File: src/rtl/bpar_pkg.sv
package bpar_pkg;

    // Phase qualifiers of one bus cycle, grouped for internal use.
    typedef struct packed {
        logic addr;
        logic wdata;
        logic rdata;
    } phase_t;

    // A received address or write data is checked; driven or read cycles are not.
    function automatic logic arm_check(input phase_t ph, input logic driving);
        return (ph.addr | ph.wdata) & ~driving;
    endfunction

endpackage

File: src/rtl/bpar_err_track.sv
// Turns a per-cycle mismatch into a one-clock registered pulse and a sticky flag.
// Assumes clr is a write-one pulse; a mismatch in the same cycle wins over clr.
module bpar_err_track (
    input  logic clk,
    input  logic rst_n,
    input  logic mismatch,
    input  logic clr,
    output logic err_pulse,
    output logic err_flag
);

    // Register the pulse and update the sticky flag (set has priority).
    always_ff @(posedge clk) begin
        if (!rst_n) begin
            err_pulse <= 1'b0;
            err_flag  <= 1'b0;
        end else begin
            err_pulse <= mismatch;
            err_flag  <= (err_flag & ~clr) | mismatch;
        end
    end

endmodule

File: src/rtl/bpar_lane.sv
// One parity lane: even-parity reduction of data and enables, registered so it
// lines up with the lagging parity line; compares against the sampled line when
// the previous cycle armed a check. Assumes par_in is sampled one clock after data.
module bpar_lane #(
    parameter int DW = 32,
    parameter int BW = 4
) (
    input  logic          clk,
    input  logic          rst_n,
    input  logic [DW-1:0] data,
    input  logic [BW-1:0] be,
    input  logic          chk_en,
    input  logic          drv_en,
    input  logic          par_in,
    input  logic          clr,
    output logic          par_out,
    output logic          par_oe,
    output logic          err_pulse,
    output logic          err_flag
);

    localparam int CW = DW + BW;

    logic [CW-1:0] covered;
    logic          par_now;
    logic          chk_q;
    logic          mismatch;

    assign covered  = {data, be};
    assign par_now  = ^covered;

    // Delay parity, check arm and drive enable by one clock.
    always_ff @(posedge clk) begin
        if (!rst_n) begin
            par_out <= 1'b0;
            par_oe  <= 1'b0;
            chk_q   <= 1'b0;
        end else begin
            par_out <= par_now;
            par_oe  <= drv_en;
            chk_q   <= chk_en;
        end
    end

    assign mismatch = chk_q & (par_out ^ par_in);

    bpar_err_track u_trk (
        .clk       (clk),
        .rst_n     (rst_n),
        .mismatch  (mismatch),
        .clr       (clr),
        .err_pulse (err_pulse),
        .err_flag  (err_flag)
    );

endmodule

File: src/rtl/bus_parity_unit.sv
// Even-parity generator and checker for a multiplexed address/data bus with a
// lower lane and an optional upper lane. Assumes qualifiers describe the cycle
// in which data is valid and parity lines are sampled one clock later.
module bus_parity_unit
    import bpar_pkg::*;
#(
    parameter int LANE_W    = 32,
    parameter int BE_W      = 4,
    parameter bit HAS_UPPER = 1'b1
) (
    input  logic              clk,
    input  logic              rst_n,
    input  logic [LANE_W-1:0] lo_ad,
    input  logic [BE_W-1:0]   lo_cbe,
    input  logic [LANE_W-1:0] hi_ad,
    input  logic [BE_W-1:0]   hi_cbe,
    input  logic              addr_phase,
    input  logic              wdata_phase,
    input  logic              rdata_phase,
    input  logic              drive_en,
    input  logic              wide_xfer,
    input  logic              lo_par_in,
    input  logic              hi_par_in,
    input  logic              lo_err_clr,
    input  logic              hi_err_clr,
    output logic              lo_par_out,
    output logic              hi_par_out,
    output logic              lo_par_oe,
    output logic              hi_par_oe,
    output logic              lo_err_pulse,
    output logic              hi_err_pulse,
    output logic              lo_err_flag,
    output logic              hi_err_flag
);

    localparam int NLANE = HAS_UPPER ? 2 : 1;

    phase_t ph;
    logic   base_chk;

    logic [NLANE-1:0][LANE_W-1:0] l_data;
    logic [NLANE-1:0][BE_W-1:0]   l_be;
    logic [NLANE-1:0]             l_chk, l_drv, l_pin, l_clr;
    logic [NLANE-1:0]             l_par, l_oe, l_pulse, l_flag;

    assign ph       = '{addr: addr_phase, wdata: wdata_phase, rdata: rdata_phase};
    assign base_chk = arm_check(ph, drive_en);

    // Lower lane is always checked and driven on its own qualifiers.
    assign l_data[0] = lo_ad;
    assign l_be[0]   = lo_cbe;
    assign l_chk[0]  = base_chk;
    assign l_drv[0]  = drive_en;
    assign l_pin[0]  = lo_par_in;
    assign l_clr[0]  = lo_err_clr;

    generate
        if (HAS_UPPER) begin : g_upper
            // Upper lane participates only in agreed wide transfers.
            assign l_data[1] = hi_ad;
            assign l_be[1]   = hi_cbe;
            assign l_chk[1]  = base_chk & wide_xfer;
            assign l_drv[1]  = drive_en & wide_xfer;
            assign l_pin[1]  = hi_par_in;
            assign l_clr[1]  = hi_err_clr;
        end

        for (genvar i = 0; i < NLANE; i++) begin : g_lane
            bpar_lane #(.DW(LANE_W), .BW(BE_W)) u_lane (
                .clk       (clk),
                .rst_n     (rst_n),
                .data      (l_data[i]),
                .be        (l_be[i]),
                .chk_en    (l_chk[i]),
                .drv_en    (l_drv[i]),
                .par_in    (l_pin[i]),
                .clr       (l_clr[i]),
                .par_out   (l_par[i]),
                .par_oe    (l_oe[i]),
                .err_pulse (l_pulse[i]),
                .err_flag  (l_flag[i])
            );
        end

        if (HAS_UPPER) begin : g_hi_out
            assign hi_par_out   = l_par[1];
            assign hi_par_oe    = l_oe[1];
            assign hi_err_pulse = l_pulse[1];
            assign hi_err_flag  = l_flag[1];
        end else begin : g_hi_tie
            // No upper lane: its outputs stay low and its inputs are unused.
            logic unused_hi;
            assign unused_hi    = ^{hi_ad, hi_cbe, hi_par_in, hi_err_clr, wide_xfer};
            assign hi_par_out   = 1'b0;
            assign hi_par_oe    = 1'b0;
            assign hi_err_pulse = 1'b0;
            assign hi_err_flag  = 1'b0;
        end
    endgenerate

    assign lo_par_out   = l_par[0];
    assign lo_par_oe    = l_oe[0];
    assign lo_err_pulse = l_pulse[0];
    assign lo_err_flag  = l_flag[0];

endmodule

File: config.mk
export PLATFORM = sky130hd
export DESIGN_NAME = bus_parity_unit
export DESIGN_NICKNAME = d
export VERILOG_FILES = /design/src/rtl/bpar_pkg.sv /design/src/rtl/bpar_err_track.sv /design/src/rtl/bpar_lane.sv /design/src/rtl/bus_parity_unit.sv
export SDC_FILE = /design/constraint.sdc
export NUM_CORES = 1
export LEC_CHECK = 0
export BUFFER_PORTS_ARGS = -buffer_cell sky130_fd_sc_hd__buf_2
export CAP_MARGIN = 25
export CORE_UTILIZATION = 37
export CTS_BUF_LIST = sky130_fd_sc_hd__clkbuf_4 sky130_fd_sc_hd__clkbuf_8
export DETAILED_ROUTE_END_ITERATION = 12
export PLACE_DENSITY = 0.92
export SLEW_MARGIN = 20
export SYNTH_ARGS = -nofsm -noshare
export SYNTH_HDL_FRONTEND = slang
export SYNTH_SLANG_ARGS = --single-unit
File: constraint.sdc
create_clock -name clk -period 1.6 [get_ports clk]
set_clock_uncertainty 0.1 [all_clocks]
set_input_delay 0.16 -clock clk [delete_from_list [all_inputs] [get_ports clk]]
set_output_delay 0.16 -clock clk [all_outputs]
set_load 0.01 [all_outputs]
* Word level (Yosys, flattened, before mapping)
Cells that the tools add are included.
Cells by class: bitwise gates (word level) 15, reduce and logical (&&, ||, !) cells 2
Operators by type and width (count):
- 36-bit XOR reduction | 2
- 1-bit bitwise AND | 7
- 1-bit inverter | 3
- 1-bit bitwise OR | 3
- 1-bit bitwise XOR | 2
Word-level totals: register bits after elaboration 10, word-level logic and storage cells 27

* Depth between registers and ports, before layout
Gate-level depths: netlist (run 1).
word-level depth 3, gate-level depth with buffers 5, gate-level depth less buffers 5

* Modules after synthesis
From an unflattened synthesis (run 1), not the netlist that was laid out.
Unflattened totals: cell total of the unflattened synthesis 100, area, all modules 999.7 um2
Modules (own cells, without submodules):
- bpar_lane | times used 2, cells an instance 43, area an instance 419.2 um2
- bpar_err_track | times used 2, cells an instance 5, area an instance 67.6 um2
- bus_parity_unit | times used 1, cells an instance 4, area an instance 26.3 um2

* Least setup slack after synthesis (run 1)
No wires, ideal clock.
path type in2reg, start input lo_ad[24], end register g_lane[0].u_lane.par_out, data arrival time 1.138 ns, required time 1.382 ns, path slack 0.244 ns, stages 5, path buffers 0, cells stage by stage xor2_1 xnor2_1 xnor2_1 xnor3_1 mux2i_1
Between the ends: cells in the longest elaborated chain, start to end 1
RTL lines:
- start: declaration | RTL line bus_parity_unit.sv:13 | input logic [LANE_W-1:0] lo_ad,
- 36-bit XOR reduction | RTL line bpar_lane.sv:30 | assign par_now = ^covered;
- end signal: assignment | RTL line bpar_lane.sv:39 | par_out <= par_now;
- end: declaration | RTL line bpar_lane.sv:16 | output logic par_out,
No other way between the ends. A chain may end at the register's enable or synchronous reset.

* Worst setup path in the final report (run 1)
start input lo_cbe[3], end register g_lane[0].u_lane.par_out
Between the ends: cells in the longest elaborated chain, start to end 1
RTL lines:
- start: declaration | RTL line bus_parity_unit.sv:14 | input logic [BE_W-1:0] lo_cbe,
- 36-bit XOR reduction | RTL line bpar_lane.sv:30
No other way between the ends.

==> impl_results.md, run 1 <==
- Synth Register Bits: 10
- Fill cells: approximately 200
- First-pass GRT wire length: 3280 um
- Mapped Area: 942 sq um
- Placed insts: 211
- Syn-to-layout area delta: 55.9%
- HPWL after DPL: 1980 um
- Vias in the first global route: 882
- Top cells by area, synth: xnor2_1 48%, dfxtp_1 21%, xnor3_1 9.6%
- Mapped Nets: 177
- Row cnt: 17
- Layout Utilization: 63.9%
- Initial antenna violation count: 0
- Clk pwr share: 18.5%
- Critical path startpoint category: primary input
- Ports: 91
- Logic pwr share: 56.9%
- Period Utilization, post-route: 80.3%
- Dpl cell area: 0.00142 sq mm
- Die width: approximately 52 um
- Worst VDD drop: roughly 0.66 mV
- Share of the synthesized area in the top cell type: 48.3%
- CP cell instances: buf_2 > xnor2_1 > xnor2_1 > xnor2_1 > xnor3_1 > mux2i_1
- Post-Layout Cell Count: 216
- Arrival time at the worst endpoint: between 1000 and 1500 ps
- Die area: 0.00275 sq mm
- CP max-delay cell: xnor3_1
- Gpl congestion: 0.639
- P_leak: 0.750 nW
- CP Max Fanout: 1
- Global route overflow: 0
- Number of remaining DRC errors: 0
- Root Buffer Master: clkbuf_4
- Worst EP required: 1660 ps
- Syn_area_per_cell: 10.0 sq um
- Core area: 0.00230 sq mm
- Max incr delay on CP: 430 ps
- Pre-Repair DR Iteration Count: 3
- Avg Vias per Cell: 4.38
- Routed len/inst: between 10 and 15 um
- Worst path most repeated cell: xnor2_1
- CP endpoint kind: flop
- Yosys warning count: 0
- Hold Violations, Final: 0
- GRT Total Usage: around 16%
- Max-Cap Viols: 0
- CTS tree: built
- Sw Share: 28.8%
- Register area share after synthesis: 21.2%
- Worst-Margin Slew: about 230 ps
- Starting DRT DRC Count: 5
- Share of cells above drive strength 1: 50.5%
- Period minus WS final: 1280 ps
- Post-Route Setup TNS: 0 ps
- Normalized max-slew margin: 84.4%
- Post-DRT Antenna Nets: 0
- Detailed Route WL: 2210 um
- Worst hold slack: 14.2 ps
- Mapped Cells: 94
- Die H: 52.5 um
- Seq pwr share: 24.6%
- Design area: between 0.001 and 0.0015 sq mm
- Count of cell types in the netlist: 13
- Peak Freq: roughly 0.78 GHz
- P per Cell Area: about 820 mW/mm^2
- IO buf count: 89
- Worst-Skew Late Latency: 260 ps
- Initial core utilization: between 40% and 50%
- Num CTS Buffers: 3
- Total number of vias: 947
- # H-tree levels: 1
- NetSw: approximately 350 uW
- Clock buffer depth: 2
- Post-CTS Setup Bufs: 0
- Status: complete, no violations
- Final nets: between 200 and 300
- RSZ-0062 raised after global routing: no
- # diodes: 0
- Worst setup path class: primary input to flop
- Yosys top cell by area: xnor2_1
- Pint: around 860 uW
- Min-delay worst type: primary input to flop
- Slew Viols, Final: 0
- Clock transition at path regs: 60 ps
- CTS sink cnt: 10
- Largest net degree at the start of global routing: 10
- Setup violators final: 0
==> path summary, 6_finish.rpt <==
check	start	to	slack (ps)	cells after the start
setup / recovery	lo_cbe[3]	g_lane[0].u_lane.par_out$_SDFF_PN0_	320	6
hold / removal	wide_xfer	g_lane[1].u_lane.chk_q$_SDFF_PN0_	10	2
setup reg to reg	g_lane[0].u_lane.par_out$_SDFF_PN0_	g_lane[0].u_lane.u_trk.err_flag$_SDFF_PN0_	550	3
hold reg to reg	g_lane[1].u_lane.chk_q$_SDFF_PN0_	g_lane[1].u_lane.u_trk.err_pulse$_SDFF_PN0_	380	1
==> through the flow <==
stage                     total power [mW]  setup WS, ps
after floorplan                      0.804           244
after global placement               0.979          75.0
after detailed placement             0.992          39.1
after CTS                             1.22           323
after global routing                  1.30           262
final                                 1.21           315
==> sequential cells by signal, indices dropped and copies added (netlist names) <==
register / flops
g_lane.u_lane.par_oe: 2
g_lane.u_lane.par_out: 2
g_lane.u_lane.u_trk.err_flag: 2
g_lane.u_lane.u_trk.err_pulse: 2
g_lane.u_lane.chk_q: 2
==> Yosys cell counts, drive strengths merged <==
cell type  instances
xor2              10
nand2              2
mux2i              2
nor3               1
a31o               2
nor2               1
dfxtp             10
or2                2
inv                3
and2               2
xnor3              4
and3               3
xnor2             52
==> critical path: cells and delay by family <==
kind	cells	cell delay, ps
buffers and inverters	1	100
xor gates and xnor gates	4	950
muxes	1	130
==> metal layers <==
| layer | global-route usage, % | part of all wire (%) | routed length (um) | vias up |
|---|---|---|---|---|
| met2 | 35.0 | 56 | 1240 | 50 |
| li1 | - | - | - | 482 |
| met4 | 3.51 | 0 | 0 | 0 |
| met1 | 12.6 | 31 | 695 | 415 |
| met5 | 0 | 0 | 0 | - |
| met3 | 7.54 | 12 | 269 | 0 |
==> logic make-up (layout without fill, tap and decap cells) <==
| group | Yosys count | after routing | share of synthesized area [%] |
|---|---|---|---|
| mux | 2 | 2 | 2.12 |
| xor+xnor | 66 | 66 | 67.2 |
| simple gates | 11 | 11 | 6.37 |
| buf+inv | 3 | 97 | 1.20 |
| compound gates | 2 | 2 | 1.86 |
| flops | 10 | 10 | 21.2 |
==> placed cells by master (no fill, tap or decap), types with 2 or more instances in the layout <==
master,n
buf_2,89
xnor2_1,52
xor2_1,10
dfxtp_1,10
xnor3_1,4
inv_1,3
and3_1,3
clkbuf_4,3
and2_1,2
nand2_1,2
or2_1,2
mux2i_1,2
a31o_2,2
==> timing repair <==
action / in CTS / in global routing
hold buffers: 1 / 0
hold endpoints to repair: 1 / 0
gates resized for setup: 0 / 0
==> power groups by stage <==
stage               clock network [mW]  registers (mW)  logic (mW)
floorplan                            0           0.317       0.488
global placement                     0           0.301       0.678
detailed placement                   0           0.303       0.688
CTS                              0.232           0.298       0.694
global route                     0.255           0.302       0.744
finish                           0.224           0.297       0.687
==> layout make-up <==
cell class                 instances  area [sq um]  area share (%)
timing repair buffer              90           455            31.0
multi-input combinational         81           731            49.7
tap                               28          35.0            2.39
inverter                           3          11.3           0.767
clock buffer                       4          36.3            2.47
sequential                        10           200            13.6
Note: power is estimated with default switching activity, not from simulation.
==> run 2, diff against run 1 <==
==> constraint.sdc (replaced) <==
create_clock -name clk -period 1.3 [get_ports clk]
set_clock_uncertainty 0.1 [all_clocks]
set_input_delay 0.13 -clock clk [delete_from_list [all_inputs] [get_ports clk]]
set_output_delay 0.13 -clock clk [all_outputs]
set_load 0.01 [all_outputs]
==> impl_results.md, run 2 (synthesized netlist as in run 1, its figures left out) <==
- Status: complete, no violations
- Crit path buf inv count: 1
- Post-DRT Antenna Nets: 0
- Hold Violations, Final: 0
- Detailed Route WL: about 2200 um
- Worst hold slack: 62.2 ps
- Row cnt: 17
- Core area: 0.00230 sq mm
- # H-tree levels: 1
- P per Cell Area: about 1000 mW/mm^2
- Clock transition at path regs: 70 ps
- Design area: approximately 0.0015 sq mm
- Normalized max-slew margin: 86.9%
- CP Max Fanout: 2
- Worst setup startpoint: hi_ad[16]
- Clock buffer depth: 2
- Global route overflow: 0
- Dpl cell area: between 0.001 and 0.0015 sq mm
- DRT met1 WL: ~700 um
- Critical path startpoint category: primary input
- Routed len/inst: 10.2 um
- Largest net degree at the start of global routing: 10
- CP cell instances: buf_2 > xnor2_2 > xnor2_1 > xnor3_1 > or2_1 > mux2i_1
- Number of remaining DRC errors: 0
- Worst EP required: 1390 ps
- Worst VDD drop: slightly above 0.8 mV
- HPWL after DPL: 1890 um
- Max incr delay on CP: roughly 430 ps
- CTS tree: built
- CP max-delay cell: xnor3_1
- Gpl congestion: 0.651
- Metal3 WL: 306 um
- Die area: between 0.002 and 0.003 sq mm
- First-pass GRT wire length: 3180 um
- Share of cells above drive strength 1: 52.4%
- Die H: 52.5 um
- CTS sink cnt: 10
- Slew Viols, Final: 0
- Max-Cap Viols: 0
- Top layer in use: met4
- Fill cells: 210
- Initial antenna violation count: 0
- Total power: 1.51 mW
- Vias in the first global route: 835
- R2R Path End: g_lane[1].u_lane.u_trk.err_flag$_SDFF_PN0_
- Min-delay worst type: primary input to flop
- IO buf count: 89
- Avg Vias per Cell: roughly 4.4
- Ports: a little over 90
- Period Utilization, post-route: 95.4%
- Period minus WS final: between 1000 and 1500 ps
- Setup violators final: 0
- Worst setup path class: primary input to flop
- Crit-path leading delay family: XOR/XNOR gates
- GRT Total Usage: 16.2%
- Die width: 52.5 um
- Initial core utilization: between 40% and 50%
- Final nets: 273
- RSZ-0062 raised after global routing: yes
- Post-CTS Setup Bufs: 0
- Peak Freq: 0.806 GHz
- CP endpoint kind: flop
- Met2 Routed Length: ~1200 um
- Syn-to-layout area delta: 60.2%
- Setup crit end: g_lane[1].u_lane.par_out$_SDFF_PN0_
- Root Buffer Master: clkbuf_4
- # diodes: 0
- P_leak: 0.777 nW
- Arrival time at the worst endpoint: 1340 ps
- Num CTS Buffers: 3
- Origin of the critical flop-to-flop path: g_lane[1].u_lane.par_out$_SDFF_PN0_
- Worst Reg2Reg Path Length in Cells: 3
- Layout Utilization: 65.7%
- Starting DRT DRC Count: 7
- Worst-Skew Late Latency: between 200 and 300 ps
- Most common cell after layout, fill and taps aside: buf_2
- Total number of vias: 959
- Worst-Margin Slew: 194 ps
- Commonest cells after routing, fill and taps aside: 89 x buf_2, 48 x xnor2_1, 10 x xor2_1, 10 x dfxtp_1
- Crit path depth: 6
- R2r setup slk: 250 ps
- Pre-Repair DR Iteration Count: 4
## run 2: cell types whose count changed in the layout (fill, tap and decap cells not counted), sizes merged
cell / delta
dlygate4sd3: +1
## run 2: how the worst min path moves through the flow
stage | from | end | depth (start not counted)
6_report | addr_phase | g_lane[0].u_lane.chk_q$_SDFF_PN0_ | 3
5_1_grt | hi_err_clr | g_lane[1].u_lane.u_trk.err_flag$_SDFF_PN0_ | 3
4_1_cts | addr_phase | g_lane[0].u_lane.chk_q$_SDFF_PN0_ | 3
3_5_place_dp | drive_en | g_lane[0].u_lane.chk_q$_SDFF_PN0_ | 2
3_3_place_gp | drive_en | g_lane[0].u_lane.chk_q$_SDFF_PN0_ | 2
2_1_floorplan | drive_en | g_lane[0].u_lane.chk_q$_SDFF_PN0_ | 1
## run 2: metrics by stage
step	setup TNS, ps	worst slack [ps]	cells
after CTS	0	39.4	217
after floorplan	-17.9	-8.93	94
after global routing	-14.4	-14.4	217
final	0	59.5	217
after global placement	-373	-188	211
after detailed placement	-426	-215	211
## run 2: metal layers
metal	vias up	global-route usage, %
li1	484	-
met1	418	13.5
met2	52	33.1
met3	5	6.38
met4	0	5.26
met5	-	0
## run 2: report_power, final
part / internal [mW] / switching [mW] / leakage, nW
logic: 0.551 / 0.312 / 0.674
registers: 0.347 / 0.0196 / 0.0821
clock network: 0.170 / 0.107 / 0.0210
total: 1.07 / 0.439 / 0.777
## run 2: timing repair
action	CTS	global route
setup endpoints to repair	0	2
gates resized for setup	0	2
hold buffers	2	0
hold endpoints to repair	2	0
## run 2: worst reg2reg max path, delay by kind of cell (launching register included)
family	cells	cell delay [ps]
xor gates and xnor gates	1	140
AOI/OAI and AO/OA	1	210
and+or+nand+nor	1	190
DFF	1	320
## run 2: final cells by class
type	instances	area [sq um]	area share, %
clock buffer	4	36.3	2.40
inverter	3	11.3	0.746
multi-input combinational	81	761	50.4
sequential	10	200	13.3
tap	28	35.0	2.32
timing repair buffer	91	465	30.8
